--- src/rtl/hdlc_rxst_pkg.sv ---
package hdlc_rxst_pkg;

  typedef enum logic [1:0] {
    MODE_AUTO    = 2'd0,
    MODE_NONAUTO = 2'd1,
    MODE_TRANSP1 = 2'd2,
    MODE_TRANSP0 = 2'd3
  } rx_mode_e;

  typedef struct packed {
    logic       vfr;
    logic       ovf;
    logic       crc;
    logic       abrt;
    logic [3:0] addr;
  } rx_stat_t;

  // Minimum reportable length in whole bytes.
  function automatic logic [2:0] min_frame_len(input logic [1:0] mode,
                                               input logic addr16,
                                               input logic crc32,
                                               input logic rcrc);
    logic [2:0] n;
    case (mode)
      MODE_TRANSP1: n = crc32 ? 3'd5 : 3'd3;
      MODE_TRANSP0: n = crc32 ? 3'd4 : 3'd2;
      default: begin
        if (rcrc)        n = addr16 ? 3'd3 : 3'd2;
        else if (addr16) n = crc32 ? 3'd6 : 3'd4;
        else             n = crc32 ? 3'd5 : 3'd3;
      end
    endcase
    return n;
  endfunction

  function automatic rx_stat_t pack_status(input logic aborted,
                                           input logic lost,
                                           input logic crc_ok,
                                           input logic [2:0] resid,
                                           input logic [3:0] addr);
    rx_stat_t s;
    logic whole;
    whole  = (resid == 3'd0);
    s.vfr  = whole & ~aborted;
    s.ovf  = lost;
    s.crc  = crc_ok & whole & ~aborted;
    s.abrt = aborted;
    s.addr = addr;
    return s;
  endfunction

endpackage

--- src/rtl/rxst_frame_ctl.sv ---
module rxst_frame_ctl
  import hdlc_rxst_pkg::*;
#(
  parameter int CNT_W = 12
) (
  input  logic             clk,
  input  logic             rst_n,
  input  logic [1:0]       cfg_mode,
  input  logic             cfg_addr16,
  input  logic             cfg_crc32,
  input  logic             cfg_rcrc,
  input  logic             in_sof,
  input  logic             in_byte_vld,
  input  logic             in_eof,
  input  logic             in_abort,
  input  logic             in_crc_ok,
  input  logic [2:0]       in_resid,
  input  logic [3:0]       in_addr_flags,
  input  logic             room,
  output logic             data_wr,
  output logic             commit_data,
  output logic             rollback,
  output logic             end_rep,
  output logic             end_drop,
  output logic [7:0]       stat_new,
  output logic [CNT_W-1:0] byte_cnt
);

  localparam logic [CNT_W-1:0] CNT_MAX = '1;

  logic             frame_q;
  logic             ovf_q;
  logic [CNT_W-1:0] cnt_q;
  logic [CNT_W-1:0] min_len;
  logic [CNT_W-1:0] cnt_inc;
  logic             byte_evt;
  logic             end_evt;
  logic             ovf_evt;
  logic             enough_now;
  logic             enough_next;
  rx_stat_t         st;

  always_comb begin
    min_len     = CNT_W'(min_frame_len(cfg_mode, cfg_addr16, cfg_crc32, cfg_rcrc));
    cnt_inc     = (cnt_q == CNT_MAX) ? cnt_q : cnt_q + CNT_W'(1);
    byte_evt    = frame_q & in_byte_vld & ~in_sof & ~in_eof & ~in_abort;
    end_evt     = frame_q & (in_eof | in_abort) & ~in_sof;
    enough_now  = (cnt_q >= min_len);
    enough_next = (cnt_inc >= min_len);
    data_wr     = byte_evt & ~ovf_q & room;
    ovf_evt     = byte_evt & ~ovf_q & ~room;
    commit_data = byte_evt & enough_next;
    end_rep     = end_evt & enough_now;
    end_drop    = end_evt & ~enough_now;
    rollback    = end_drop | in_sof;
    st          = pack_status(in_abort, ovf_q, in_crc_ok, in_resid, in_addr_flags);
    stat_new    = st;
  end

  assign byte_cnt = cnt_q;

  always_ff @(posedge clk or negedge rst_n) begin
    if (!rst_n) begin
      frame_q <= 1'b0;
      ovf_q   <= 1'b0;
      cnt_q   <= '0;
    end else if (in_sof) begin
      frame_q <= 1'b1;
      ovf_q   <= 1'b0;
      cnt_q   <= '0;
    end else if (end_evt) begin
      frame_q <= 1'b0;
      ovf_q   <= 1'b0;
      cnt_q   <= '0;
    end else if (byte_evt) begin
      cnt_q <= cnt_inc;
      if (ovf_evt) ovf_q <= 1'b1;
    end
  end

endmodule

--- src/rtl/rxst_commit_buf.sv ---
module rxst_commit_buf #(
  parameter int DEPTH  = 8,
  parameter int DATA_W = 8,
  localparam int AW    = $clog2(DEPTH),
  localparam int PW    = AW + 1
) (
  input  logic              clk,
  input  logic              rst_n,
  input  logic              wr_en,
  input  logic [DATA_W-1:0] wr_data,
  input  logic              commit,
  input  logic              rollback,
  input  logic              rd_rdy,
  output logic              rd_vld,
  output logic [DATA_W-1:0] rd_data,
  output logic [PW-1:0]     free,
  output logic [PW-1:0]     occ,
  output logic [PW-1:0]     cmt_ptr
);

  logic [PW-1:0]     wr_q;
  logic [PW-1:0]     cmt_q;
  logic [PW-1:0]     rd_q;
  logic [DATA_W-1:0] mem [DEPTH];
  logic              pop;

  assign occ     = wr_q - rd_q;
  assign free    = PW'(DEPTH) - occ;
  assign rd_vld  = (rd_q != cmt_q);
  assign rd_data = mem[rd_q[AW-1:0]];
  assign pop     = rd_vld & rd_rdy;
  assign cmt_ptr = cmt_q;

  always_ff @(posedge clk) begin
    if (wr_en) mem[wr_q[AW-1:0]] <= wr_data;
  end

  always_ff @(posedge clk or negedge rst_n) begin
    if (!rst_n) begin
      wr_q  <= '0;
      cmt_q <= '0;
      rd_q  <= '0;
    end else begin
      if (pop) rd_q <= rd_q + PW'(1);
      if (wr_en) begin
        wr_q <= wr_q + PW'(1);
        if (commit) cmt_q <= wr_q + PW'(1);
      end else if (commit) begin
        cmt_q <= wr_q;
      end else if (rollback) begin
        wr_q <= cmt_q;
      end
    end
  end

endmodule

--- src/rtl/hdlc_rx_status.sv ---
module hdlc_rx_status
  import hdlc_rxst_pkg::*;
#(
  parameter int DEPTH = 8,
  parameter int CNT_W = 12
) (
  input  logic       clk,
  input  logic       rst_n,
  input  logic [1:0] cfg_mode,
  input  logic       cfg_addr16,
  input  logic       cfg_crc32,
  input  logic       cfg_rcrc,
  input  logic       in_sof,
  input  logic       in_byte_vld,
  input  logic [7:0] in_byte,
  input  logic       in_eof,
  input  logic [2:0] in_resid,
  input  logic       in_abort,
  input  logic       in_crc_ok,
  input  logic [3:0] in_addr_flags,
  output logic       fifo_vld,
  output logic [7:0] fifo_data,
  input  logic       fifo_rdy
);

  localparam int PW = $clog2(DEPTH) + 1;

  logic [PW-1:0]    buf_free;
  logic [PW-1:0]    buf_occ;
  logic [PW-1:0]    cmt_ptr;
  logic [CNT_W-1:0] byte_cnt;
  logic             slot_ok;
  logic             room_ok;
  logic             data_wr;
  logic             commit_data;
  logic             rollback;
  logic             end_rep;
  logic             end_drop;
  logic [7:0]       stat_new;
  logic [7:0]       stat_hold_q;
  logic             stat_pend_q;
  logic             stat_wr_now;
  logic             wr_en;
  logic             commit;
  logic [7:0]       wr_data;

  assign slot_ok     = (buf_free != '0);
  assign room_ok     = slot_ok & ~stat_pend_q;
  assign stat_wr_now = slot_ok & (stat_pend_q | end_rep);
  assign wr_en       = data_wr | stat_wr_now;
  assign commit      = commit_data | stat_wr_now;
  assign wr_data     = stat_pend_q ? stat_hold_q : (end_rep ? stat_new : in_byte);

  rxst_frame_ctl #(.CNT_W(CNT_W)) u_ctl (
    .clk           (clk),
    .rst_n         (rst_n),
    .cfg_mode      (cfg_mode),
    .cfg_addr16    (cfg_addr16),
    .cfg_crc32     (cfg_crc32),
    .cfg_rcrc      (cfg_rcrc),
    .in_sof        (in_sof),
    .in_byte_vld   (in_byte_vld),
    .in_eof        (in_eof),
    .in_abort      (in_abort),
    .in_crc_ok     (in_crc_ok),
    .in_resid      (in_resid),
    .in_addr_flags (in_addr_flags),
    .room          (room_ok),
    .data_wr       (data_wr),
    .commit_data   (commit_data),
    .rollback      (rollback),
    .end_rep       (end_rep),
    .end_drop      (end_drop),
    .stat_new      (stat_new),
    .byte_cnt      (byte_cnt)
  );

  rxst_commit_buf #(.DEPTH(DEPTH), .DATA_W(8)) u_buf (
    .clk      (clk),
    .rst_n    (rst_n),
    .wr_en    (wr_en),
    .wr_data  (wr_data),
    .commit   (commit),
    .rollback (rollback),
    .rd_rdy   (fifo_rdy),
    .rd_vld   (fifo_vld),
    .rd_data  (fifo_data),
    .free     (buf_free),
    .occ      (buf_occ),
    .cmt_ptr  (cmt_ptr)
  );

  // A status byte that finds no slot waits here; the next frame's data is
  // discarded meanwhile.
  always_ff @(posedge clk or negedge rst_n) begin
    if (!rst_n) begin
      stat_pend_q <= 1'b0;
      stat_hold_q <= '0;
    end else if (stat_pend_q) begin
      if (slot_ok) stat_pend_q <= 1'b0;
    end else if (end_rep && !slot_ok) begin
      stat_pend_q <= 1'b1;
      stat_hold_q <= stat_new;
    end
  end

endmodule

--- config.mk ---
export PLATFORM = sky130hd
export DESIGN_NAME = hdlc_rx_status
export DESIGN_NICKNAME = d
export VERILOG_FILES = /design/src/rtl/hdlc_rxst_pkg.sv /design/src/rtl/rxst_frame_ctl.sv /design/src/rtl/rxst_commit_buf.sv /design/src/rtl/hdlc_rx_status.sv
export SDC_FILE = /design/constraint.sdc
export NUM_CORES = 1
export LEC_CHECK = 0
export ABC_AREA = 1
export BUFFER_PORTS_ARGS = -buffer_cell sky130_fd_sc_hd__clkbuf_2
export CORE_MARGIN = 4
export CORE_UTILIZATION = 50
export DETAILED_ROUTE_END_ITERATION = 12
export GPL_ROUTABILITY_DRIVEN = 0
export PLACE_DENSITY = 0.68
export SYNTH_ARGS = -nofsm -noshare
export SYNTH_HDL_FRONTEND = slang
export SYNTH_SLANG_ARGS = --single-unit
--- constraint.sdc ---
create_clock -name clk -period 7 [get_ports clk]
set_input_delay 0.7 -clock clk [delete_from_list [all_inputs] [get_ports clk]]
set_output_delay 0.7 -clock clk [all_outputs]
set_load 0.01 [all_outputs]
**After elaboration in Yosys (flattened, before gate mapping)**

Memories as Yosys holds them, arrays and structs flattened.
Index checks and enable logic that the tools add are counted.
Widths: inputs -> output; s select.

- Add/sub/neg operators: 5
- Magnitude comparators: 2
- Eq/ne operators: 5
- Multiplexer cells: 30
- Bitwise operators: 30
- Reduce and logical (&&, ||, !) cells: 11

Operator list:

| cell | count |
|---|---|
| $mux 12 | 4 |
| $ge 12x3->1 | 2 |
| $mux 4 | 6 |
| $and 1x1->1 | 18 |
| $mux 8 | 2 |
| $add 12x1->12 const B | 1 |
| $eq 12x12->1 const B | 1 |
| $mux 1 | 12 |
| $mux 3 | 4 |
| $add 4x1->4 const B | 2 |
| $not 1->1 | 7 |
| $pmux 3 s2 | 1 |
| $reduce_and 2->1 | 3 |
| $reduce_bool 3->1 | 2 |
| $or 1x1->1 | 5 |
| $eq 2x2->1 const B | 2 |
| $ne 4x4->1 | 1 |
| $reduce_bool 2->1 | 2 |
| $reduce_bool 4->1 | 1 |
| $sub 4x4->4 | 1 |
| $sub 4x4->4 const A | 1 |
| $logic_not 3->1 | 1 |
| $mux 2 | 1 |
| $ne 2x1->1 const B | 1 |
| 2 further kinds | 2 |

- Register bits: 35
- Bits in writable memories: 64
- Input bits: 28
- Output and inout bits: 9
- Word-level logic and storage cells: 92
- Memories kept: 1

Memories:

| memory | words | width | rd ports | clocked after memory_dff | write ports | RTL line | RTL |
|---|---|---|---|---|---|---|---|
| u_buf.mem | 8 | 8 | 1 | 0 | 1 | rxst_commit_buf.sv:24 | `logic [DATA_W-1:0] mem [DEPTH];` |

**Depth between registers and ports, before layout**

Gate-level depths: netlist of the first run.

- Depth in word-level cells: 11
- Depth in mapped cells: 20
- Mapped depth without buffers: 20

**By module**

Synthesis of the first run repeated with hierarchy kept, for this count alone.

- Cell total of the unflattened synthesis: 588
- Area total of the unflattened synthesis: 5,273.8 um2

Modules (own cells, without submodules):

| module | instances | cells each | area each (um2) | sequential area each (um2) |
|---|---|---|---|---|
| rxst_commit_buf | 1 | 328 | 3,454.6 | 2,222.1 |
| rxst_frame_ctl | 1 | 177 | 1,251.2 | 350.3 |
| hdlc_rx_status | 1 | 83 | 568.0 | 225.2 |

**Worst setup path after synthesis of the first run**

Ideal clock, no wire load.

- Path kind: register to register
- Start point: register u_buf.rd_q[0]
- End point: memory u_buf.mem[1][0], enable pin
- Setup time: 0.383 ns
- Arrival: 2.942 ns
- Required time: 6.617 ns
- Setup slack: 3.675 ns
- Cell stages (with the launch flop): 14
- Buffers on the path: 3
- Period minus slack after synthesis: 3.325 ns
- Cell sequence: dfrtp_1 -> buf_2 -> inv_1 -> clkbuf_1 -> ha_1 -> inv_1 -> ha_1 -> fa_1 -> xnor2_1 -> xnor2_2 -> nand3_4 -> nand2_4 -> buf_6 -> nor3_1

- Cells in the longest elaborated chain, start to end: 8
- Elaborated cells on any way between the ends: 9
- Those cells by class: add/sub (2); mux (2); bitwise (4); reduce/logical (1)

RTL lines:

| element | RTL line | RTL |
|---|---|---|
| start: declaration | rxst_commit_buf.sv:23 | `logic [PW-1:0] rd_q;` |
| start signal: assignment | rxst_commit_buf.sv:44 | `if (pop) rd_q <= rd_q + PW'(1);` |
| $sub 4x4->4 (*) | rxst_commit_buf.sv:27 | `assign occ = wr_q - rd_q;` |
| $sub 4x4->4 (*) | rxst_commit_buf.sv:28 | `assign free = PW'(DEPTH) - occ;` |
| $reduce_bool 4->1 (*) | hdlc_rx_status.sv:47 | `assign slot_ok = (buf_free != '0);` |
| $and 1x1->1 | hdlc_rx_status.sv:48 | `assign room_ok = slot_ok & ~stat_pend_q;` |
| $and 1x1->1 | rxst_frame_ctl.sv:50 | `data_wr = byte_evt & ~ovf_q & room;` |
| $or 1x1->1 (*) | hdlc_rx_status.sv:50 | `assign wr_en = data_wr \| stat_wr_now;` |
| $mux 1 (*) | rxst_commit_buf.sv:35 | `if (wr_en) mem[wr_q[AW-1:0]] <= wr_data;` |
| $mux 1 (implied by the code) (*) | rxst_commit_buf.sv:35 |  |
| end: declaration | rxst_commit_buf.sv:24 |  |

Every way passes the cells marked *; elsewhere a longest branch is shown, timed or not.

**Worst setup path after layout of the first run**

- Start point: register u_buf.rd_q[0]
- End point: memory u_buf.mem[1][7], enable pin

The elaborated chain is that of the path after synthesis.

==> results.json, run 1 <==
{
  "syn_inst": 520,
  "ys_seq_area_frac": 0.560,
  "antenna_found_initial": 0,
  "holdWs_ps": 434,
  "cts_tree": "done",
  "power_switching_mw": 0.648,
  "hold_buffers": 0,
  "place_inst": 675,
  "worstMarginPinSlew_ps": 1250,
  "netlist.area_leader.share": 0.385,
  "synth_cell_types": 36,
  "worst_slack_ps": 3200,
  "hp-class": "input port to async pin",
  "place_ws_ps": 3250,
  "timing.final.crit_period_ps": 3800,
  "drcViolationCount": 0,
  "cp.arrival_ps": 3790,
  "drt_pre_antenna_iters": 4,
  "p_int_mw": 1.03,
  "core_area_um2": 9730,
  "clock.fmax_ghz": 0.263,
  "fillers": 910,
  "avgSynthCellArea_um2": 9.60,
  "grt_pass1_vias": 3675,
  "endpoint_kind": "register",
  "overflow": 0,
  "cts_sinks": 99,
  "cts-root-buf": "clkbuf_8",
  "cp-start-kind": "register",
  "synth_most_common_cell": "nand2_1",
  "synth_ff_type": "edfxtp_1",
  "grt_pass1_wl_mm": 18.6,
  "syn_to_final_growth_pct": 9.17,
  "finClkSkew_ps": 10.1,
  "ys_seq_elements": 99,
  "async_flop_share": 0.354,
  "slew_violations": 0,
  "slew-limit-headroom": 0.163,
  "first_iter_violations": 230,
  "outcome": "complete, no violations",
  "ys_warn_count": 0,
  "p_per_area_nw_per_um2": 309,
  "cts_made_buffers": 9,
  "place_area_um2": 5270,
  "wl_mm": 11.0,
  "grtUsageTotal": 0.206,
  "dieArea_um2": 11600,
  "max-clock-path-buffers": 2,
  "synth_nets": 563,
  "start_util": 0.513,
  "power.leakage_nw": 2.27,
  "die_w_um": 108,
  "numPortBuffers": 36,
  "required_ps": 6990,
  "p_seq_frac": 0.450,
  "fin_crit_sh": 0.543,
  "htreeDepth": 3,
  "via_per_inst": 5.42,
  "final_nets": 596,
  "fin_cells": 691,
  "ioPinCount": 37,
  "switching_share": 0.385,
  "cap_viol_max_count": 0,
  "crit_fanout": 35,
  "pwr-share-comb": 0.352,
  "synth_common_cells": "nand2_1, nor2_1, edfxtp_1, o21ai_0, inv_1",
  "synth_top_area_cell": "edfxtp_1",
  "ir_drop_uv": 151,
  "die_height_um": 108,
  "synthTopCellsByArea": "edfxtp_1, dfrtp_1, nand2_1",
  "finalHoldViolations": 0,
  "routed-via-count": 3747,
  "crit_type": "register to register",
  "cts_resized": 0,
  "post_cts_buffers": 0,
  "n_antenna_cell": 0,
  "finalSetupTns_ps": 0,
  "drive_gt1_frac": 0.138,
  "place.detailed.hpwl_mm": 8.03,
  "grt_max_degree": 36,
  "rsz0062_at_grt": "no",
  "stdcell_area_um2": 5450,
  "insertion_delay_ps": 370,
  "clkPwrFrac": 0.199,
  "syn_area_um2": 4990,
  "wl_per_cell_um": 15.9,
  "std_cell_rows": 36,
  "setup_violations": 0,
  "drtAntennaViolNets": 0,
  "synth_edf_count": 64,
  "clk_pin_slew_ps": 90
}
==> area by class of cell <==
type | count | area (um^2) | share of cell area
inverters | 48 | 180 | 0.0331
repair buffers | 37 | 188 | 0.0344
clock buffers | 10 | 128 | 0.0234
multi-input cells | 358 | 1940 | 0.356
well taps | 133 | 166 | 0.0305
flip-flops and latches | 99 | 2800 | 0.513
clock inverters | 6 | 50.0 | 0.00918
==> state kept, by name, summed over array words and instances (netlist names) <==
register / count
u_buf.mem: 64
u_buf.wr_q: 4
u_ctl.frame_q: 1
stat_pend_q: 1
u_buf.rd_q: 4
u_buf.cmt_ptr: 4
u_ctl.byte_cnt: 12
stat_hold_q: 8
u_ctl.ovf_q: 1
==> final timing paths <==
kind | from | to | slack [ps] | depth (start not counted)
min in group clk | stat_hold_q[2] | stat_hold_q[2] | 530 | 2
setup / recovery | u_buf.rd_q[0] | u_buf.mem[1][7] | 3200 | 10
setup reg to reg | u_buf.rd_q[0] | u_buf.mem[1][7] | 3200 | 10
max in group asynchronous | rst_n | stat_hold_q[7] | 6000 | 1
hold / removal | rst_n | u_ctl.byte_cnt[2] | 430 | 1
hold reg to reg | stat_hold_q[2] | stat_hold_q[2] | 530 | 2
==> cells in the final DEF (no fill, tap or decap), types with 4 or more instances in the layout <==
| master | netlist | final |
|---|---|---|
| o22ai_1 | 13 | 13 |
| clkbuf_8 | 0 | 9 |
| edfxtp_1 | 64 | 64 |
| nand2_2 | 4 | 4 |
| nand3_1 | 25 | 25 |
| nor2_2 | 6 | 6 |
| nand4_1 | 4 | 4 |
| clkbuf_2 | 0 | 36 |
| o221ai_1 | 8 | 8 |
| o21ai_1 | 11 | 11 |
| nand2_1 | 97 | 97 |
| a31oi_1 | 8 | 8 |
| o21ai_0 | 49 | 49 |
| nor3_1 | 6 | 6 |
| inv_1 | 44 | 44 |
| dfrtp_1 | 35 | 35 |
| ha_1 | 14 | 14 |
| nor2_1 | 76 | 76 |
| xnor2_1 | 8 | 8 |
| xor2_1 | 7 | 7 |
==> per-layer routing <==
| layer | global-route usage | part of all wire | up-vias |
|---|---|---|---|
| li1 | - | - | 1844 |
| met4 | 0.0830 | 0.019 | 0 |
| met3 | 0.0336 | 0.061 | 17 |
| met1 | 0.321 | 0.49 | 1762 |
| met2 | 0.286 | 0.43 | 124 |
| met5 | 0 | 0 | - |
==> power groups by stage <==
stage               logic, mW  clock network, mW  registers [mW]
finish                  0.591              0.334           0.756
floorplan               0.470                  0           0.714
detailed placement      0.591                  0           0.768
CTS                     0.597              0.342           0.756
global placement        0.580                  0           0.765
global route            0.676              0.366           0.766
==> critical path: stages, from the launching register on <==
cell and delay, ps:
dfrtp_1 780, inv_1 230, ha_1 170, inv_1 40, ha_1 180, fa_1 380
xnor2_1 250, xnor2_2 120, nand3_4 150, nand2_4 150, nor3_1 970
==> cell families after synthesis <==
logic type / after synthesis / synth area share
xor gates and xnor gates: 16 / 0.0296
DFF: 99 / 0.560
muxes: 1 / 0.00201
buffers and inverters: 63 / 0.0509
and+or+nand+nor: 232 / 0.211
adders and majority gates: 15 / 0.0391
AOI/OAI and AO/OA: 94 / 0.107
==> metrics by stage <==
| stage | power (mW) | util |
|---|---|---|
| global placement | 1.34 | 0.542 |
| CTS | 1.69 | 0.560 |
| detailed placement | 1.36 | 0.542 |
| floorplan | 1.18 | - |
| global route | 1.81 | 0.560 |
| finish | 1.68 | 0.560 |
No activity file was read; power rests on OpenSTA's default activity.
==> run 2, diff against run 1 <==
--- a/config.mk
+++ b/config.mk
@@ -5,7 +5,7 @@
 export SDC_FILE = /design/constraint.sdc
 export NUM_CORES = 1
 export LEC_CHECK = 0
-export ABC_AREA = 1
+export ABC_AREA = 0
 export BUFFER_PORTS_ARGS = -buffer_cell sky130_fd_sc_hd__clkbuf_2
 export CORE_MARGIN = 4
 export CORE_UTILIZATION = 50
==> constraint.sdc (replaced) <==
create_clock -name clk -period 3.68 [get_ports clk]
set_input_delay 0.368 -clock clk [delete_from_list [all_inputs] [get_ports clk]]
set_output_delay 0.368 -clock clk [all_outputs]
set_load 0.01 [all_outputs]
==> run 2 against run 1 <==
Against the previous run: global-route usage shrank 2.4 points; combinational power grew 91%; clock skew is essentially flat; sequential power grew 85%; power grew 94%; via count shrank 15%; clock-buffer cell count is the same; clock power grew 120%; area after synthesis shrank 0.30%; critical path type unchanged; synthesized cell count shrank 28%; highest routed layer unchanged.
==> results.json, run 2 <==
{
  "finalSetupTns_ps": 0,
  "n_antenna_cell": 0,
  "clk_pin_slew_ps": 100,
  "cap_viol_max_count": 0,
  "htreeDepth": 3,
  "p_seq_frac": 0.429,
  "via_per_inst": 5.71,
  "finClkSkew_ps": 9.91,
  "switching_share": 0.322,
  "worstMarginPinSlew_ps": 1010,
  "crit_fanout": 8,
  "drt_pre_antenna_iters": 4,
  "synth_cell_types": 55,
  "power_switching_mw": 1.05,
  "critPathMaxStageDelay_ps": 440,
  "cp-start-kind": "register",
  "synthTopCellsByArea": "edfxtp_1, dfrtp_1, mux4_2",
  "crit_family": "simple AND/OR/NAND/NOR gates",
  "grt_max_degree": 36,
  "syn_area_um2": 4980,
  "drtAntennaViolNets": 0,
  "place_area_um2": 5330,
  "fin_crit_sh": 0.932,
  "cp.arrival_ps": 3680,
  "netlist.area_leader.share": 0.386,
  "die_w_um": 108,
  "wl_per_cell_um": 17.9,
  "outcome": "complete, no violations",
  "synth_nets": 420,
  "slew_violations": 0,
  "grt_pass1_wl_mm": 16.0,
  "stdcell_area_um2": 5550,
  "clkPwrFrac": 0.225,
  "rsz0062_at_grt": "no",
  "ir_drop_uv": 241,
  "p_per_area_nw_per_um2": 589,
  "final_common_cell": "edfxtp_1",
  "pwr-share-comb": 0.347,
  "cts_made_buffers": 9,
  "final_nets": 463,
  "cts_tree": "done",
  "grt_pass1_vias": 3105,
  "worst_slack_ps": 251,
  "wl_mm": 10.0,
  "multi_input_area_um2": 2030,
  "synth_ff_type": "edfxtp_1",
  "crit_buf_inv": 0,
  "first_iter_violations": 165,
  "ys_seq_area_frac": 0.562,
  "crit_chain": "ha_2, nand3_1, nor2_2, nand2_1, xnor2_1, ha_1, nand2b_1, a21o_1, a221oi_1, o21ai_0, nor4_1, o2111ai_2, mux2_2",
  "place.detailed.hpwl_mm": 7.02,
  "ys_seq_elements": 99,
  "post-route-util": 0.570,
  "dieArea_um2": 11600,
  "crit_slowest_cell": "dfrtp_2",
  "power.leakage_nw": 2.25,
  "numPortBuffers": 36,
  "clock.fmax_ghz": 0.292,
  "total_power_mw": 3.27,
  "syn_to_final_growth_pct": 11.5,
  "p_int_mw": 2.22,
  "overflow": 0,
  "required_ps": 3940,
  "routed-via-count": 3185,
  "antenna_found_initial": 0,
  "synth_edf_count": 64,
  "setup_violations": 0,
  "hp-class": "input port to async pin",
  "cts_sinks": 99,
  "synth_top_area_cell": "edfxtp_1",
  "synth_common_cells": "edfxtp_1, dfrtp_1, nand2_1, nor2_1, o21ai_0",
  "crit_type": "register to register",
  "drcViolationCount": 0,
  "largest_register_ffs": 64,
  "slew-limit-headroom": 0.318,
  "async_flop_share": 0.354,
  "std_cell_rows": 36,
  "syn_inst": 377,
  "cts-root-buf": "clkbuf_8",
  "fillers": 820,
  "max-clock-path-buffers": 2,
  "finalHoldViolations": 0,
  "grtUsageTotal": 0.181,
  "ys_warn_count": 0,
  "insertion_delay_ps": 370,
  "final_cell_mix": "edfxtp_1, clkbuf_2, dfrtp_1",
  "endpoint_kind": "register",
  "place_ws_ps": 183,
  "drive_gt1_frac": 0.271,
  "die_height_um": 108,
  "ioPinCount": 37,
  "start_util": 0.512,
  "avgSynthCellArea_um2": 13.2,
  "core_area_um2": 9730,
  "seqCellArea_um2": 2800,
  "synth_most_common_cell": "edfxtp_1",
  "timing.final.crit_period_ps": 3430,
  "post_cts_buffers": 0
}
[run 2: what timing repair did]
item                                    4_1_cts  5_1_grt
hold endpoints to repair                      0        0
gates resized for setup                       0        3
hold buffers                                  0        0
endpoints found under the setup margin        0       11
[run 2: per-layer routing]
| layer | share of wire | wire length (um) | vias up | GRT usage |
|---|---|---|---|---|
| met1 | 0.45 | 4490 | 1588 | 0.241 |
| met5 | 0 | 0 | - | 0 |
| li1 | - | - | 1514 | - |
| met2 | 0.49 | 4940 | 76 | 0.301 |
| met4 | 0.011 | 110 | 0 | 0.0514 |
| met3 | 0.045 | 448 | 7 | 0.0402 |
[run 2: logic make-up after synthesis]
logic type | count (synthesis) | synth area share
AO/OA/AOI/OAI | 71 | 0.0983
flip-flops | 99 | 0.562
AND/OR/NAND/NOR | 98 | 0.0960
XOR/XNOR | 15 | 0.0264
multiplexers | 48 | 0.148
buffers and inverters | 31 | 0.0304
adder cells (fa/ha/maj) | 15 | 0.0392
[run 2: path summary, 6_finish.rpt]
| path | cells after the start | slack, ps | start | endpoint |
|---|---|---|---|---|
| min in group clk | 2 | 250 | in_addr_flags[1] | stat_hold_q[1] |
| hold / removal | 1 | 120 | rst_n | u_ctl.byte_cnt[0] |
| setup reg to reg | 13 | 250 | u_ctl.byte_cnt[1] | u_buf.cmt_ptr[3] |
| setup / recovery | 13 | 250 | u_ctl.byte_cnt[1] | u_buf.cmt_ptr[3] |
| max in group asynchronous | 1 | 2940 | rst_n | u_ctl.byte_cnt[1] |
| hold reg to reg | 2 | 490 | stat_hold_q[5] | stat_hold_q[5] |
[run 2: area by class of cell]
class,instances,share of cell area
multi-input combinational,247,0.367
clock inverter,6,0.0142
timing repair buffer,52,0.0541
clock buffer,10,0.0230
inverter,11,0.00744
tap,133,0.0300
sequential,99,0.505
[run 2: power by group through the flow]
stage	clock network (mW)	registers, mW	logic (mW)
after floorplan	0	1.39	0.856
after global placement	0	1.42	1.11
after detailed placement	0	1.43	1.14
after CTS	0.753	1.40	1.15
after global routing	0.799	1.41	1.26
final	0.734	1.40	1.13
[run 2: per-stage QoR]
stage | std cells | hold WS (ps)
finish | 558 | 120
CTS | 558 | 147
detailed placement | 542 | 473
global route | 558 | 196
floorplan | 377 | 72.4
global placement | 542 | 467
==> run 3, diff against run 2 <==
--- a/config.mk
+++ b/config.mk
@@ -11,7 +11,7 @@
 export CORE_UTILIZATION = 50
 export DETAILED_ROUTE_END_ITERATION = 12
 export GPL_ROUTABILITY_DRIVEN = 0
-export PLACE_DENSITY = 0.68
+export PLACE_DENSITY = 0.67
 export SYNTH_ARGS = -nofsm -noshare
 export SYNTH_HDL_FRONTEND = slang
 export SYNTH_SLANG_ARGS = --single-unit
==> run 3 against run 2 <==
Against the previous run: non-clock buffer count increased by 4; critical path type unchanged; cell area grew 0.79%; largest cell class unchanged; register-to-register slack better by 20 ps; cell count increased by 0.72%.
==> results.json, run 3 (synthesis gave the netlist of run 2 again) <==
{
  "cp.arrival_ps": 3480,
  "crit_buf_inv": 2,
  "slew-limit-headroom": 0.322,
  "overflow": 0,
  "routed-via-count": 3191,
  "drcViolationCount": 0,
  "wl_per_cell_um": 17.5,
  "cp-startpoint": "u_buf.wr_q[1]",
  "numPortBuffers": 36,
  "cap_viol_max_count": 0,
  "crit_type": "register to register",
  "grtUsageTotal": 0.184,
  "power.leakage_nw": 2.28,
  "place.detailed.hpwl_mm": 6.96,
  "drt_pre_antenna_iters": 4,
  "max-clock-path-buffers": 2,
  "finalSetupTns_ps": 0,
  "htreeDepth": 3,
  "grt_max_degree": 36,
  "syn_to_final_growth_pct": 12.3,
  "setup_violations": 0,
  "p_per_area_nw_per_um2": 586,
  "clk_pin_slew_ps": 110,
  "final_nets": 467,
  "start_util": 0.512,
  "multi_input_area_um2": 2040,
  "n_antenna_cell": 0,
  "required_ps": 3750,
  "crit_slowest_cell": "dfrtp_1",
  "critPathMaxStageDelay_ps": 480,
  "drive_gt1_frac": 0.280,
  "core_area_um2": 9730,
  "std_cell_rows": 36,
  "die_w_um": 108,
  "hp-class": "input port to async pin",
  "wl_mm": 9.81,
  "switching_share": 0.336,
  "worstMarginPinSlew_ps": 1010,
  "cts_sinks": 99,
  "p_seq_frac": 0.423,
  "use_met3": 0.0354,
  "met1_usage": 0.269,
  "crit_family": "adder cells",
  "crit_chain": "inv_1, ha_1, ha_1, fa_1, xnor2_1, xnor2_1, nand3_1, a21boi_1, nand2_1, nor3b_1, buf_4",
  "holdWs_ps": 120,
  "cts-root-buf": "clkbuf_8",
  "finClkSkew_ps": 7.47,
  "ir_drop_uv": 254,
  "outcome": "complete, no violations",
  "fin_crit_sh": 0.925,
  "insertion_delay_ps": 360,
  "rr_startpoint": "u_buf.wr_q[1]",
  "fillers": 820,
  "clock.fmax_ghz": 0.294,
  "grt_pass1_vias": 3144,
  "grt-busiest-layer": "met2",
  "finalHoldViolations": 0,
  "power_switching_mw": 1.10,
  "seqCellArea_um2": 2800,
  "cts_tree": "done",
  "pwr-share-comb": 0.356,
  "first_iter_violations": 213,
  "timing.final.crit_period_ps": 3410,
  "endpoint_kind": "register",
  "largest_register_ffs": 64,
  "hold_buffers": 0,
  "clkPwrFrac": 0.222,
  "cts_made_buffers": 9,
  "via_per_inst": 5.68,
  "ioPinCount": 37,
  "antenna_found_initial": 0,
  "cp-start-kind": "register",
  "dieArea_um2": 11600,
  "grt_pass1_wl_mm": 16.4,
  "final_cell_mix": "edfxtp_1, clkbuf_2, dfrtp_1",
  "slew_violations": 0,
  "die_height_um": 108,
  "drtAntennaViolNets": 0,
  "p_int_mw": 2.17,
  "final_common_cell": "edfxtp_1",
  "crit_fanout": 8,
  "grt_use_met2": 0.288,
  "rsz0062_at_grt": "no"
}
[run 3: final timing paths]
path / endpoint / slack, ps / cells after the start
hold / removal: u_ctl.byte_cnt[8] / 120 / 1
min in group clk: stat_hold_q[1] / 250 / 2
setup reg to reg: u_buf.mem[5][0] / 270 / 11
setup / recovery: u_buf.mem[5][0] / 270 / 11
max in group asynchronous: u_ctl.byte_cnt[1] / 2940 / 1
hold reg to reg: stat_hold_q[1] / 520 / 1
[run 3: final cells by class]
type / count / area share
timing repair buffer: 56 / 0.0591
clock inverter: 7 / 0.0168
inverter: 11 / 0.00738
tap: 133 / 0.0298
sequential: 99 / 0.501
clock buffer: 9 / 0.0222
multi-input combinational: 247 / 0.364
[run 3: timing repair]
| item | 4_1_cts | 5_1_grt |
|---|---|---|
| buffers inserted | 0 | 0 |
| setup endpoints to repair | 0 | 4 |
| gates resized for setup | 0 | 3 |
[run 3: per-layer routing]
layer | part of all wire | vias up
met3 | 0.052 | 6
met4 | 0.0072 | 0
li1 | - | 1537
met5 | 0 | -
met2 | 0.47 | 88
met1 | 0.47 | 1560
[run 3: power groups by stage]
stage	Combinational (mW)	Sequential, mW	Clock [mW]
final	1.16	1.38	0.726
after global routing	1.28	1.40	0.794
after floorplan	0.856	1.39	0
after CTS	1.18	1.38	0.739
after detailed placement	1.17	1.41	0
after global placement	1.15	1.40	0
[run 3: per-stage QoR]
stage | area (um^2) | total power, mW | utilization | setup WS [ps] | instances
3_5_place_dp | 5360 | 2.58 | 0.551 | 191 | 546
4_1_cts | 5580 | 3.30 | 0.574 | 165 | 562
3_3_place_gp | 5360 | 2.55 | 0.551 | 334 | 546
2_1_floorplan | 4980 | 2.24 | - | 21.0 | 377
5_1_grt | 5590 | 3.47 | 0.575 | 5.15 | 562
6_report | 5590 | 3.27 | 0.575 | 275 | 562
